**src/rtl/dual_timer_pair.sv**
```systemverilog
module dual_timer_pair #(
  parameter int W    = 8,
  parameter int NPRE = 4,
  parameter int SELW = (NPRE > 1) ? $clog2(NPRE) : 1
) (
  input  logic            clk,
  input  logic            rst_n,
  input  logic            cascade_i,
  input  logic            run_lo_i,
  input  logic            run_hi_i,
  input  logic [NPRE-1:0] pre_en_i,
  input  logic [SELW-1:0] sel_lo_i,
  input  logic [SELW-1:0] sel_hi_i,
  input  logic            ext_lo_i,
  input  logic            evt_i,
  input  logic [W-1:0]    match_lo_i,
  input  logic [W-1:0]    match_hi_i,
  input  logic            irq_clr_lo_i,
  input  logic            irq_clr_hi_i,
  output logic [W-1:0]    cnt_lo_o,
  output logic [W-1:0]    cnt_hi_o,
  output logic            irq_lo_o,
  output logic            irq_hi_o,
  output logic            sqw_o,
  output logic            mode_o
);

  logic         mode_q, irq_lo_q, irq_hi_q, sqw_q;
  logic [2:0]   evt_q;
  logic [W-1:0] lo_q, hi_q;

  wire evt_rise = evt_q[1] & ~evt_q[2];
  wire tick_lo  = ext_lo_i ? evt_rise : pre_en_i[sel_lo_i];
  wire en_lo    = run_lo_i & tick_lo;
  wire en_hi    = ~mode_q & run_hi_i & pre_en_i[sel_hi_i];

  wire hit_lo   = (lo_q == match_lo_i);
  wire hit_hi   = (hi_q == match_hi_i);
  wire wrap_lo  = mode_q ? (hit_lo & hit_hi) : hit_lo;
  wire lo_full  = &lo_q;

  wire fire_lo  = en_lo & wrap_lo;
  wire fire_hi  = en_hi & hit_hi;

  always_ff @(posedge clk) begin
    if (!rst_n) begin
      mode_q   <= 1'b0;
      evt_q    <= '0;
      lo_q     <= '0;
      hi_q     <= '0;
      irq_lo_q <= 1'b0;
      irq_hi_q <= 1'b0;
      sqw_q    <= 1'b0;
    end else begin
      evt_q <= {evt_q[1:0], evt_i};
      if (!run_lo_i && !run_hi_i)
        mode_q <= cascade_i;

      if (en_lo)
        lo_q <= wrap_lo ? '0 : lo_q + 1'b1;

      if (mode_q) begin
        if (en_lo) begin
          if (wrap_lo)      hi_q <= '0;
          else if (lo_full) hi_q <= hi_q + 1'b1;
        end
      end else if (en_hi) begin
        hi_q <= hit_hi ? '0 : hi_q + 1'b1;
      end

      if (fire_lo)           irq_lo_q <= 1'b1;
      else if (irq_clr_lo_i) irq_lo_q <= 1'b0;
      if (fire_hi)           irq_hi_q <= 1'b1;
      else if (irq_clr_hi_i) irq_hi_q <= 1'b0;

      if (fire_lo) sqw_q <= ~sqw_q;
    end
  end

  assign cnt_lo_o = lo_q;
  assign cnt_hi_o = hi_q;
  assign irq_lo_o = irq_lo_q;
  assign irq_hi_o = irq_hi_q;
  assign sqw_o    = sqw_q;
  assign mode_o   = mode_q;

endmodule

```
**config.mk**
```make
export PLATFORM = sky130hd
export DESIGN_NAME = dual_timer_pair
export DESIGN_NICKNAME = d
export VERILOG_FILES = /design/src/rtl/dual_timer_pair.sv
export SDC_FILE = /design/constraint.sdc
export NUM_CORES = 1
export LEC_CHECK = 0
export BUFFER_PORTS_ARGS = -buffer_cell sky130_fd_sc_hd__clkbuf_2
export CAP_MARGIN = 10
export CORE_ASPECT_RATIO = 1.4
export CORE_MARGIN = 5
export CORE_UTILIZATION = 30
export DETAILED_ROUTE_END_ITERATION = 8
export REMOVE_ABC_BUFFERS = 1
export SLEW_MARGIN = 5
export SYNTH_ARGS = -nofsm -noshare
export SYNTH_HDL_FRONTEND = slang
export SYNTH_SLANG_ARGS = --single-unit
```
**constraint.sdc**
```tcl
create_clock -name clk -period 2.12 [get_ports clk]
set_input_delay 0.106 -clock clk [delete_from_list [all_inputs] [get_ports clk]]
set_output_delay 0.106 -clock clk [all_outputs]
set_load 0.05 [all_outputs]
```
==> out/qor.yml <==
grtUsageTotal: 0.119
num_rows: 29
grt_first_pass_wirelength_um: 5840
cts_sinks: 23
clock_skew_ns: 0.0128
ys_seq_elements: 23
cap_violations: 0
r2r-end: "cnt_hi_o[0]"
irDropWorstVdd_mv: 0.193
drt-vias-per-instance: 4.79
port_buffers: 52
final_common_cell: "clkbuf_2"
path_max_fanout: 6
wire_per_inst_um: 12.7
r2r-start: "cnt_lo_o[0]"
drive_gt1_frac: 0.370
async_flop_share: 0
rsz0062_at_grt: "false"
layout.nets: 255
clk_latency_ns: 0.27
dieWidth_um: 67.6
drtPass1Iterations: 4
hold_viol: 0
worstSetupStartpointType: "register"
worst_path_largest_cell_delay_ns: 0.48
worst_slack_ns: 0.164
critPathTopFamily: "simple AND/OR/NAND/NOR gates"
wl_um: 3560
vias: 1345
cts_tree: "built"
diodes: 0
drv_slew: 0
netlist_area_um2: 1390
initialDrtViolationCount: 28
synth_edf_count: 0
worstRegToRegCells: 6
min_period_ns: 1.96
yosysUniqueCellTypes: 45
fin_hold_ws_ns: 0.0496
io_pins: 53
finalCritPeriodShare: 0.923
antenna_found_initial: 0
r2r_setup_slack_ns: 0.16
drc: 0
power.density_nw_per_um2: 466
routabilityCongestion: 0.771
min-delay-start: "evt_i"
final_antenna_net_count: 0
ctsRootBufferMaster: "clkbuf_8"
crit_buf_inv: 0
final_area_um2: 1830
grt_remaining_overflow: 0
fmax_mhz: 511
grt_pass1_vias: 1367
ys.flop_type: "dfxtp_1"
min_delay_worst_endpoint: "evt_q[0]"
dp_hpwl_um: 2890
path_clk_slew_ns: 0.09
max_slew_margin: 0.748
placed_area_um2: 1780
pre_cts_slack_ns: 0.182
yosys_warnings: 0
crit_arrival_ns: 2.15
final.setup.tns_ns: 0
ctsResizeCount: 0
numCtsBuffers: 3
die_h_um: 90.7
most-common-layout-cells: "52 x clkbuf_2, 23 x dfxtp_1, 21 x xor2_1, 19 x nand2_1, 10 x buf_4"
area_delta_synth_final_pct: 31.0
cts_htree_levels: 1
syn_area_per_cell_um2: 8.88
tightest_slew_ns: 0.378
die_area_um2: 6130
status: "finished, final reports clean"
cts_buffer_depth: 2
core_um2: 4540
cts_setup_buffers: 0
start_util: 0.307
min_path_cells: 2
p_leak_nw: 0.825
ys_seq_area_frac: 0.330
crit_type: "reg -> reg"
crit_chain: "xor2_1 -> nor4_2 -> and4_1 -> o22ai_1 -> or3b_1 -> a21boi_1"
setup_viol: 0
worst_ep_required_time_ns: 2.31
grt_max_degree: 23
slowest_stage: "dfxtp_1"
hp-class: "in -> reg"
syn-instance-count: 157
ctsHoldBuffers: 0
fin_util: 0.402
cp-end-kind: "register"
[synthesized netlist by cell type (2+ instances only)]
| cell type | n | area share |
|---|---|---|
| a211o_1 | 2 | 0.013 |
| a21boi_0 | 2 | 0.011 |
| a21boi_1 | 2 | 0.011 |
| a21oi_1 | 9 | 0.032 |
| and2_1 | 5 | 0.022 |
| and3_2 | 3 | 0.016 |
| dfxtp_1 | 23 | 0.33 |
| ha_1 | 2 | 0.018 |
| inv_1 | 2 | 0.0054 |
| mux2i_1 | 3 | 0.022 |
| nand2_1 | 19 | 0.051 |
| nand3_1 | 7 | 0.025 |
| nand3b_1 | 5 | 0.027 |
| nand4_1 | 2 | 0.0090 |
| nor2_1 | 8 | 0.022 |
| nor3_1 | 2 | 0.0072 |
| nor4_2 | 3 | 0.027 |
| o22ai_1 | 6 | 0.027 |
| or3_1 | 3 | 0.013 |
| or3b_2 | 2 | 0.013 |
| xnor2_1 | 3 | 0.019 |
| xor2_1 | 21 | 0.13 |
[registers in the layout, summed over array words and instances, names as in the netlist]
name      cells
cnt_hi_o      8
cnt_lo_o      8
evt_q         3
irq_hi_o      1
irq_lo_o      1
mode_o        1
sqw_o         1
[power by group]
group / leakage [nW] / total (mW) / internal, mW / switching (mW)
registers: 0.186 / 0.445 / 0.438 / 0.00641
clock network: 0.0255 / 0.273 / 0.131 / 0.142
logic: 0.613 / 0.134 / 0.0604 / 0.0736
total: 0.825 / 0.851 / 0.630 / 0.222
[stage by stage]
step | total power, mW | std cells
6_report | 0.851 | 281
5_1_grt | 0.901 | 281
4_1_cts | 0.867 | 281
3_5_place_dp | 0.590 | 277
3_3_place_gp | 0.589 | 277
2_1_floorplan | 0.527 | 153
[worst max-delay path by stage]
stage          cells past startpoint           to        start
6_report                           6  cnt_hi_o[0]  cnt_lo_o[0]
5_1_grt                            7  cnt_hi_o[0]  cnt_lo_o[0]
4_1_cts                            6  cnt_hi_o[0]  cnt_lo_o[0]
3_5_place_dp                       6  cnt_hi_o[0]  cnt_lo_o[0]
3_3_place_gp                       6  cnt_hi_o[0]  cnt_lo_o[0]
2_1_floorplan                      6  cnt_hi_o[0]  cnt_hi_o[3]
[logic make-up (layout without fill, tap and decap cells)]
group,after synthesis,in the layout,synth area share
AOI/OAI and AO/OA,27,27,0.127
xor gates and xnor gates,24,24,0.151
adders and majority gates,2,2,0.0180
buffers and inverters,6,68,0.0251
DFF,23,23,0.330
muxes,3,3,0.0215
and+or+nand+nor,72,72,0.328
[cell type report]
class	count	area, µm²
Multi-Input combinational cell	128	898
Fill cell	472	2710
Sequential cell	23	460
Inverter	2	7.51
Tap cell	62	77.6
Timing Repair Buffer	62	335
Clock buffer	3	41.3
Clock inverter	1	5.00
[layer usage]
layer / vias up / wire length [µm] / GRT usage
li1: 686 / - / -
met1: 624 / 1410 / 0.127
met2: 33 / 1940 / 0.226
met3: 2 / 183 / 0.0237
met4: 0 / 19 / 0.0305
met5: - / 0 / 0
(Power assumes the default switching activity.)
